[config.mk]
export PLATFORM = sky130hd
export DESIGN_NAME = layer_blend
export DESIGN_NICKNAME = d
export VERILOG_FILES = /design/src/rtl/lw_pkg.sv /design/src/rtl/lw_span_hit.sv /design/src/rtl/lw_pix_expand.sv /design/src/rtl/lw_mixer.sv /design/src/rtl/layer_blend.sv
export SDC_FILE = /design/constraint.sdc
export NUM_CORES = 2
export LEC_CHECK = 0
export ABC_CLOCK_PERIOD_IN_PS = 15400
export BUFFER_PORTS_ARGS = -buffer_cell sky130_fd_sc_hd__buf_4
export CAP_MARGIN = 30
export CORE_UTILIZATION = 65
export CTS_CLUSTER_SIZE = 20
export DETAILED_ROUTE_END_ITERATION = 6
export HOLD_SLACK_MARGIN = 0.02
export PLACE_DENSITY = 0.95
export SETUP_SLACK_MARGIN = 0.02
export SLEW_MARGIN = 20
export SYNTH_ARGS = -nofsm -noshare
export SYNTH_HDL_FRONTEND = slang
export SYNTH_SLANG_ARGS = --single-unit
[constraint.sdc]
create_clock -name clk -period 15.4 [get_ports clk]
set_input_delay 2.31 -clock clk [delete_from_list [all_inputs] [get_ports clk]]
set_output_delay 2.31 -clock clk [all_outputs]
set_load 0.01 [all_outputs]
[src/rtl/lw_pkg.sv]
package lw_pkg;

    typedef enum logic [2:0] {
        FMT_ARGB8888 = 3'd0,
        FMT_RGB888   = 3'd1,
        FMT_RGB565   = 3'd2,
        FMT_ARGB1555 = 3'd3,
        FMT_ARGB4444 = 3'd4,
        FMT_L8       = 3'd5,
        FMT_AL44     = 3'd6,
        FMT_AL88     = 3'd7
    } pix_fmt_e;

    typedef struct packed {
        logic [7:0] a;
        logic [7:0] r;
        logic [7:0] g;
        logic [7:0] b;
    } argb_t;

    // Registered state between window/expand and the mixer
    typedef struct packed {
        logic        en;
        argb_t       col;
        logic [7:0]  wgt;
        logic [23:0] bg;
    } stage_t;

    function automatic logic fmt_has_alpha(pix_fmt_e f);
        case (f)
            FMT_ARGB8888, FMT_ARGB1555, FMT_ARGB4444,
            FMT_AL44, FMT_AL88: return 1'b1;
            default:            return 1'b0;
        endcase
    endfunction

    function automatic logic [7:0] widen4(logic [3:0] v);
        return {v, v};
    endfunction

    function automatic logic [7:0] widen5(logic [4:0] v);
        return {v, v[4:2]};
    endfunction

    function automatic logic [7:0] widen6(logic [5:0] v);
        return {v, v[5:4]};
    endfunction

    // Exact integer quotient by 255, result known to fit 8 bits
    function automatic logic [7:0] div255(logic [15:0] num);
        logic [15:0] q;
        q = num / 16'd255;
        return q[7:0];
    endfunction

    // Rounded product of two unit fractions in 0..255
    function automatic logic [7:0] frac_mul(logic [7:0] x, logic [7:0] y);
        logic [15:0] p;
        p = 16'(x) * 16'(y) + 16'd127;
        return div255(p);
    endfunction

endpackage

[src/rtl/lw_span_hit.sv]
module lw_span_hit #(
    parameter int CW = 12
) (
    input  logic          clk,
    input  logic          rst,
    input  logic [CW-1:0] pos,
    input  logic [CW-1:0] porch,
    input  logic [CW-1:0] lo,
    input  logic [CW-1:0] hi,
    output logic          hit
);
    localparam int EW = CW + 2;

    logic [EW-1:0] first_pos;
    logic [EW-1:0] last_pos;
    logic [EW-1:0] pos_w;

    always_comb begin
        first_pos = EW'(porch) + EW'(lo) + EW'(1);
        last_pos  = EW'(porch) + EW'(hi) + EW'(1);
        pos_w     = EW'(pos);
        hit       = (pos_w >= first_pos) && (pos_w <= last_pos);
    end

    // an inverted span never reports a hit
    a_r2_empty_span: assert property (@(posedge clk) disable iff (rst)
        (lo > hi) |-> !hit);

endmodule

[src/rtl/lw_pix_expand.sv]
module lw_pix_expand
    import lw_pkg::*;
(
    input  logic     clk,
    input  logic     rst,
    input  pix_fmt_e fmt,
    input  logic [31:0] raw,
    output argb_t    px
);
    always_comb begin
        case (fmt)
            FMT_ARGB8888: px = raw;
            FMT_RGB888:   px = {8'hFF, raw[23:0]};
            FMT_RGB565:   px = {8'hFF, widen5(raw[15:11]), widen6(raw[10:5]),
                                widen5(raw[4:0])};
            FMT_ARGB1555: px = {{8{raw[15]}}, widen5(raw[14:10]),
                                widen5(raw[9:5]), widen5(raw[4:0])};
            FMT_ARGB4444: px = {widen4(raw[15:12]), widen4(raw[11:8]),
                                widen4(raw[7:4]), widen4(raw[3:0])};
            FMT_L8:       px = {8'hFF, raw[7:0], raw[7:0], raw[7:0]};
            FMT_AL44:     px = {widen4(raw[7:4]), widen4(raw[3:0]),
                                widen4(raw[3:0]), widen4(raw[3:0])};
            default:      px = {raw[15:8], raw[7:0], raw[7:0], raw[7:0]};
        endcase
    end

    // formats without alpha come out opaque
    a_r4_opaque_no_alpha: assert property (@(posedge clk) disable iff (rst)
        !fmt_has_alpha(fmt) |-> (px.a == 8'hFF));

    // luminance formats give grey
    a_r4_grey_lum: assert property (@(posedge clk) disable iff (rst)
        (fmt inside {FMT_L8, FMT_AL44, FMT_AL88}) |->
            (px.r == px.g && px.g == px.b));

endmodule

[src/rtl/lw_mixer.sv]
module lw_mixer
    import lw_pkg::*;
(
    input  logic        clk,
    input  logic        rst,
    input  logic [7:0]  wgt,
    input  argb_t       fg,
    input  logic [23:0] bg,
    output logic [23:0] mix
);
    localparam int NCH = 3;
    localparam int CHW = 8;

    logic [23:0] fg_rgb;
    logic [7:0]  inv_wgt;

    assign fg_rgb  = {fg.r, fg.g, fg.b};
    assign inv_wgt = 8'd255 - wgt;

    for (genvar ch = 0; ch < NCH; ch++) begin : g_chan
        logic [15:0] num;
        always_comb begin
            num = 16'(wgt) * 16'(fg_rgb[ch*CHW +: CHW])
                + 16'(inv_wgt) * 16'(bg[ch*CHW +: CHW])
                + 16'd127;
            mix[ch*CHW +: CHW] = div255(num);
        end
    end

    // full weight shows the layer colour unchanged
    a_r6_full_weight: assert property (@(posedge clk) disable iff (rst)
        (wgt == 8'hFF) |-> (mix == fg_rgb));

    // zero weight shows the background unchanged
    a_r6_zero_weight: assert property (@(posedge clk) disable iff (rst)
        (wgt == 8'h00) |-> (mix == bg));

endmodule

[src/rtl/layer_blend.sv]
module layer_blend
    import lw_pkg::*;
#(
    parameter int CW = 12
) (
    input  logic          clk,
    input  logic          rst,
    input  logic          layer_en,
    input  logic [2:0]    fmt,
    input  logic [31:0]   pix_in,
    input  logic [CW-1:0] hpos,
    input  logic [CW-1:0] vpos,
    input  logic [CW-1:0] acc_hbp,
    input  logic [CW-1:0] acc_vbp,
    input  logic [CW-1:0] win_x0,
    input  logic [CW-1:0] win_x1,
    input  logic [CW-1:0] win_y0,
    input  logic [CW-1:0] win_y1,
    input  logic [7:0]    const_alpha,
    input  logic [31:0]   dflt_argb,
    input  logic [23:0]   bg_rgb,
    output logic [23:0]   rgb_out
);
    localparam int LAT = 2;

    pix_fmt_e    fmt_e;
    logic        hit_h;
    logic        hit_v;
    logic        in_win;
    argb_t       px;
    argb_t       dflt;
    argb_t       src;
    logic [7:0]  wgt_c;
    stage_t      s1;
    logic [23:0] mix;

    assign fmt_e = pix_fmt_e'(fmt);
    assign dflt  = dflt_argb;

    lw_span_hit #(.CW(CW)) u_hit_h (
        .clk(clk), .rst(rst), .pos(hpos), .porch(acc_hbp),
        .lo(win_x0), .hi(win_x1), .hit(hit_h)
    );

    lw_span_hit #(.CW(CW)) u_hit_v (
        .clk(clk), .rst(rst), .pos(vpos), .porch(acc_vbp),
        .lo(win_y0), .hi(win_y1), .hit(hit_v)
    );

    assign in_win = hit_h & hit_v;

    lw_pix_expand u_expand (
        .clk(clk), .rst(rst), .fmt(fmt_e), .raw(pix_in), .px(px)
    );

    // Source colour and weight selection
    always_comb begin
        if (in_win) begin
            src   = px;
            wgt_c = fmt_has_alpha(fmt_e) ? frac_mul(px.a, const_alpha)
                                         : const_alpha;
        end else begin
            src   = dflt;
            wgt_c = frac_mul(dflt.a, const_alpha);
        end
    end

    always_ff @(posedge clk) begin
        if (rst) begin
            s1 <= '0;
        end else begin
            s1.en  <= layer_en;
            s1.col <= src;
            s1.wgt <= wgt_c;
            s1.bg  <= bg_rgb;
        end
    end

    lw_mixer u_mixer (
        .clk(clk), .rst(rst), .wgt(s1.wgt), .fg(s1.col),
        .bg(s1.bg), .mix(mix)
    );

    always_ff @(posedge clk) begin
        if (rst) rgb_out <= '0;
        else     rgb_out <= s1.en ? mix : s1.bg;
    end

    // Cycles since reset, saturating at the latency, for history checks
    logic [1:0] warm_cnt;
    always_ff @(posedge clk) begin
        if (rst)                  warm_cnt <= '0;
        else if (warm_cnt != 2'(LAT)) warm_cnt <= warm_cnt + 2'd1;
    end

    // a disabled layer shows the background two cycles later
    a_r8_disabled_bg: assert property (@(posedge clk)
        disable iff (rst || warm_cnt != 2'(LAT))
        $past(!layer_en, 2) |-> (rgb_out == $past(bg_rgb, 2)));

    // an opaque RGB888 pixel inside the window passes unchanged
    a_r6_opaque_pass: assert property (@(posedge clk)
        disable iff (rst || warm_cnt != 2'(LAT))
        $past(layer_en && in_win && const_alpha == 8'hFF &&
              fmt == 3'd1, 2) |-> (rgb_out == $past(pix_in[23:0], 2)));

    // output is zero the cycle after a reset edge
    a_r9_reset_zero: assert property (@(posedge clk)
        $past(rst) |-> (rgb_out == 24'd0));

endmodule

Word level (Yosys, flattened, before mapping)
Cells that the tools add are included.
- output and inout bits: 24
- input bits: 198
- logic and storage cells: 60
- register bits after elaboration: 81
- add/sub/neg operators: 17
- divide/modulo/power cells: 5
- equal/unequal tests: 7
- bitwise logic cells: 1
- reductions and logical operators: 4
- multiply operators: 8
- magnitude comparators: 4
- muxes and demuxes: 7
- operators with widths (kind ; number):
    one-hot mux 32 bit (7 select lines) ; 1
    multiplier 8 x 8 -> 16 bit ; 8
    adder 16 x 7 -> 16 bit (second input constant) ; 5
    divider 16 x 8 -> 16 bit (second input constant) ; 5
    adder 14 x 1 -> 14 bit (second input constant) ; 4
    adder 12 x 12 -> 13 bit ; 4
    adder 16 bit ; 3
    two-way mux 24 bit ; 2
    >= comparator 12 x 14 -> 1 bit ; 2
    <= comparator 12 x 14 -> 1 bit ; 2
    two-way mux 8 bit ; 2
    equality test 3 bit (second input constant) ; 4
    subtractor 8 bit (first input constant) ; 1
    equality test 3 x 2 -> 1 bit (second input constant) ; 2
    OR reduction 5 bit ; 1
    equality test 3 x 1 -> 1 bit (second input constant) ; 1
    zero test 3 bit ; 1
    logical AND 1 bit ; 2
    two-way mux 1 bit ; 2
    bitwise AND 1 bit ; 1

Logic depth before layout (Yosys ltp)
- depth in word-level cells: 8
- gate-level depth with buffers: 49
- mapped depth without buffers: 43

Cells and area by module
From an unflattened synthesis, not the netlist that was laid out.
- cells, all modules: 4678
- area total of the unflattened synthesis: 36698.9 µm²
- by module, submodules not included (module ; area an instance (µm²) ; times used ; cells an instance):
    lw_mixer ; 19846.5 ; 1 ; 2498
    layer_blend ; 12042.8 ; 1 ; 1553
    lw_span_hit (u_hit_h) ; 1829.3 ; 1 ; 226
    lw_span_hit (u_hit_v) ; 1810.5 ; 1 ; 227
    lw_pix_expand ; 1169.9 ; 1 ; 174

Worst setup path after synthesis
Ideal clock, no wire load.
- path type: in2reg
- from: input port fmt[0]
- to: register s1[24] (netlist name)
- buffers on the path: 6
- cell stages on the path: 43
- library setup time: 0.081 ns
- path slack: 2.283 ns
- required time: 15.319 ns
- arrival: 13.037 ns
- cell sequence: clkbuf_1 -> clkbuf_1 -> clkbuf_1 -> a21oi_1 -> nor3_1 -> and2_1 -> fa_1 -> fa_1 -> fa_1 -> inv_1 -> fa_1 -> inv_1 -> ha_1 -> buf_2 -> a2111oi_2 -> o21ai_0 -> a21boi_1 -> xnor2_1 -> [... 7 more ...] -> o21bai_1 -> or3_1 -> buf_2 -> a32oi_1 -> or2_1 -> buf_2 -> nand3_1 -> a21oi_1 -> nand2_1 -> and2_1 -> a21o_1 -> ha_1 -> nand2_1 -> a2111oi_0 -> mux2i_1 -> nor4_1 -> o21bai_1 -> a41oi_1
- cells in the longest elaborated chain, start to end: 7
- elaborated cells on any way between the ends: 17
- classes of those cells: add/sub: 1; mul: 1; div: 1; eq/ne: 7; mux: 5; reduce/logical: 2
- ends and longest elaborated chain (element ; RTL line ; RTL):
    start: declaration ; layer_blend.sv:9 ; input logic [2:0] fmt,
    equality test 3 bit (tied with other cells) ; lw_pkg.sv:30, lw_pix_expand.sv:11 ;
    one-hot mux 32 bit (7 select lines) ; lw_pix_expand.sv:11 ; case (fmt)
    multiplier 8 x 8 -> 16 bit ; lw_pkg.sv:59 ; p = 16'(x) * 16'(y) + 16'd127;
    adder 16 x 7 -> 16 bit ; lw_pkg.sv:59 ;
    divider 16 x 8 -> 16 bit ; lw_pkg.sv:52 ; q = num / 16'd255;
    two-way mux 8 bit * ; layer_blend.sv:60 ; wgt_c = fmt_has_alpha(fmt_e) ? frac_mul(px.a, const_alpha)
    two-way mux 8 bit * ; layer_blend.sv:58 ; if (in_win) begin
Every way passes the cells marked *; elsewhere a longest branch is shown, timed or not. The select of a mux whose other input is x is not followed.
A chain may end at the register's enable or synchronous reset.

Worst setup path in the final report
- from: input port fmt[2]
- to: register s1[24] (netlist name)
- cells in the longest elaborated chain, start to end: 7
- elaborated cells on any way between the ends: 17
- classes of those cells: add/sub: 1; mul: 1; div: 1; eq/ne: 7; mux: 5; reduce/logical: 2
- ends and longest elaborated chain (element ; RTL line):
    equality test 3 bit (tied with other cells) ; lw_pkg.sv:30, lw_pix_expand.sv:11
    one-hot mux 32 bit (7 select lines) ; lw_pix_expand.sv:11
    multiplier 8 x 8 -> 16 bit ; lw_pkg.sv:59
    adder 16 x 7 -> 16 bit ; lw_pkg.sv:59
    divider 16 x 8 -> 16 bit ; lw_pkg.sv:52
    two-way mux 8 bit * ; layer_blend.sv:60
    two-way mux 8 bit * ; layer_blend.sv:58
Marked as above.

==> flow_summary.yaml <==
floorplanning:
  row_count: 85
  boundaryPins: 222
  start_util_pct: 65.9
  core_area_um2: 53900
  dieArea_um2: 55600
  die-height_um: 236
  die_width_um: 236
timing:
  fmax_ghz: 0.0700
  rsz0062_at_grt: "false"
  skew_ps: 20.1
  report.final.setup_viol: 0
  whs_ps: 678
  final.min_clock_period_ps: 14280
  tns_ps: 0
  period_share_pct: 92.7
  slew_violations: 0
  max_slew_margin_pct: 35.0
  hold_viol: 0
  worst_slew_pin_slew_ps: 973
setup_path:
  critical_path_class: "in2reg"
  critPathCaptureType: "flop"
  max_stage_delay_ps: 630
  crit_path_start_kind: "input pin"
  required_ps: 15720
  crit_fanout: 35
  rr_worst_depth: 38
  crit_slowest_cell: "a2111oi_0"
  arrival_ps: 14600
cts:
  cts_max_path_buffers: 2
  clk_latency_ps: 410
  hold_buffers: 0
  cts_tree: "done"
  clock-sinks: 81
  cts_buffers: 9
  cts-root-buf: "clkbuf_16"
  clkTransAtPathRegs_ps: 80
  cts_max_level: 3
layout:
  drive_above_1_share_pct: 8.44
  finalNetCount: 5543
  synthToLayoutAreaGrowth_pct: 6.80
yosys:
  async_flop_share_pct: 0
  synth_common_cells: "inv_1, fa_1, nand2_1, ha_1, nor2_1"
  ys.flop_type: "dfxtp_1"
  synth_top_area_cell: "fa_1"
  synthesis.nets: 5443
  synth_cells: 4505
  syn-cell-area_um2: 35500
  synth.distinct_cells: 129
  avgSynthCellArea_um2: 7.88
  yosysSeqAreaShare_pct: 4.57
  synth_top_cell_area_share_pct: 22.4
  synthMostInstantiatedCell: "inv_1"
  synth_edf_count: 0
  ys_warn_count: 0
  synth-seq-cells: 81
  synth.area.top_cells: "fa_1, ha_1, inv_1, dfxtp_1, nand2_1"
drt:
  wl_mm: 104
  drc: 0
  vias: 34953
  avgRoutedWirePerCell_um: 19.5
  drt_iter0_drc: 3110
  first_pass_iters: 7
  antenna_left: 0
  routed_via_density: 6.58
outcome:
  outcome: "finished, final reports clean"
grt:
  antenna_found_initial: 4
  grt_pass1_vias: 35142
  grt_max_degree: 56
  overflow: 0
  grt_first_pass_wirelength_mm: 170
  grt_usage_pct: 37.1
flow_run:
  drv_cap: 0
worst_hold_path:
  hp-class: "reg2reg"
  hold_depth: 2
placed_design:
  dp_hpwl_mm: 82.2
  gp_congestion: 0.967
  port_buffers: 221
## final timing paths
check,start,endpoint,slack [ps]
worst max-delay path,fmt[2],s1[24]$_SDFF_PP0_,1120
worst min-delay path,s1[23]$_SDFF_PP0_,rgb_out[23]$_SDFF_PP0_,680
worst max register to register,s1[27]$_SDFF_PP0_,rgb_out[8]$_SDFF_PP0_,2230
worst min register to register,s1[23]$_SDFF_PP0_,rgb_out[23]$_SDFF_PP0_,680
## area by class of cell
class / count / area (um^2)
repair buffers: 238 / 1780
diodes: 3 / 7.51
inverters: 568 / 2130
flip-flops and latches: 81 / 1620
fillers: 3846 / 16000
multi-input cells: 3707 / 31200
clock buffers: 9 / 225
clock inverters: 7 / 130
well taps: 696 / 871
## placed cells by master (no fill, tap or decap), types with 124 or more instances in the layout
| cell | count |
|---|---|
| xnor2_1 | 140 |
| and2_1 | 186 |
| o21ai_0 | 146 |
| fa_1 | 397 |
| ha_1 | 343 |
| a21oi_1 | 236 |
| nand2_1 | 361 |
| inv_1 | 567 |
| nand2b_1 | 149 |
| buf_4 | 237 |
| nand3_1 | 124 |
| nor2b_1 | 136 |
| nor2_1 | 252 |
## timing repair
action,4_1_cts,5_1_grt
setup buffers,0,0
setup endpoints to repair,0,1
gates resized for setup,0,1
## worst max-delay path: cells and delay by family
family,cells,cell delay [ps]
compound gates,17,5220
simple gates,12,2850
fa+ha+maj,6,2670
buf+inv,5,750
mux,2,440
xor+xnor,1,290
## stage by stage
stage | instances | setup WS (ps) | utilization, % | cell area (um^2)
5_1_grt | 5309 | 65.8 | 70.3 | 37900
3_5_place_dp | 5289 | 773 | 69.7 | 37600
6_report | 5309 | 1120 | 70.3 | 37900
4_1_cts | 5305 | 1170 | 70.3 | 37900
3_3_place_gp | 5289 | 1130 | 69.7 | 37600
2_1_floorplan | 4505 | 2280 | - | 35500
## metal layers
metal  GRT usage, %  up-vias  wire length (um)
li1               -    15931                 -
met1           44.2    16541             39100
met2           63.7     1991             49500
met3           6.36      490              9140
met4           20.2        0              5950
met5              0        -                 0
## kinds of logic (layout without fill, tap and decap cells)
logic type | Yosys count | count (layout) | synth area share (%)
adders and majority gates | 743 | 743 | 34.5
other | 0 | 3 | 0
AOI/OAI and AO/OA | 1077 | 1077 | 21.8
xor gates and xnor gates | 205 | 205 | 5.33
and+or+nand+nor | 1628 | 1628 | 24.5
muxes | 54 | 54 | 1.56
buffers and inverters | 717 | 822 | 7.72
DFF | 81 | 81 | 4.57
## flip-flops by register name, summed over array words and instances (netlist names)
| signal | cells |
|---|---|
| rgb_out | 24 |
| s1 | 57 |
Power is left out: the tool's default activity adds up to more than one toggle a clock period on the data nets, which glitch-free logic cannot reach.
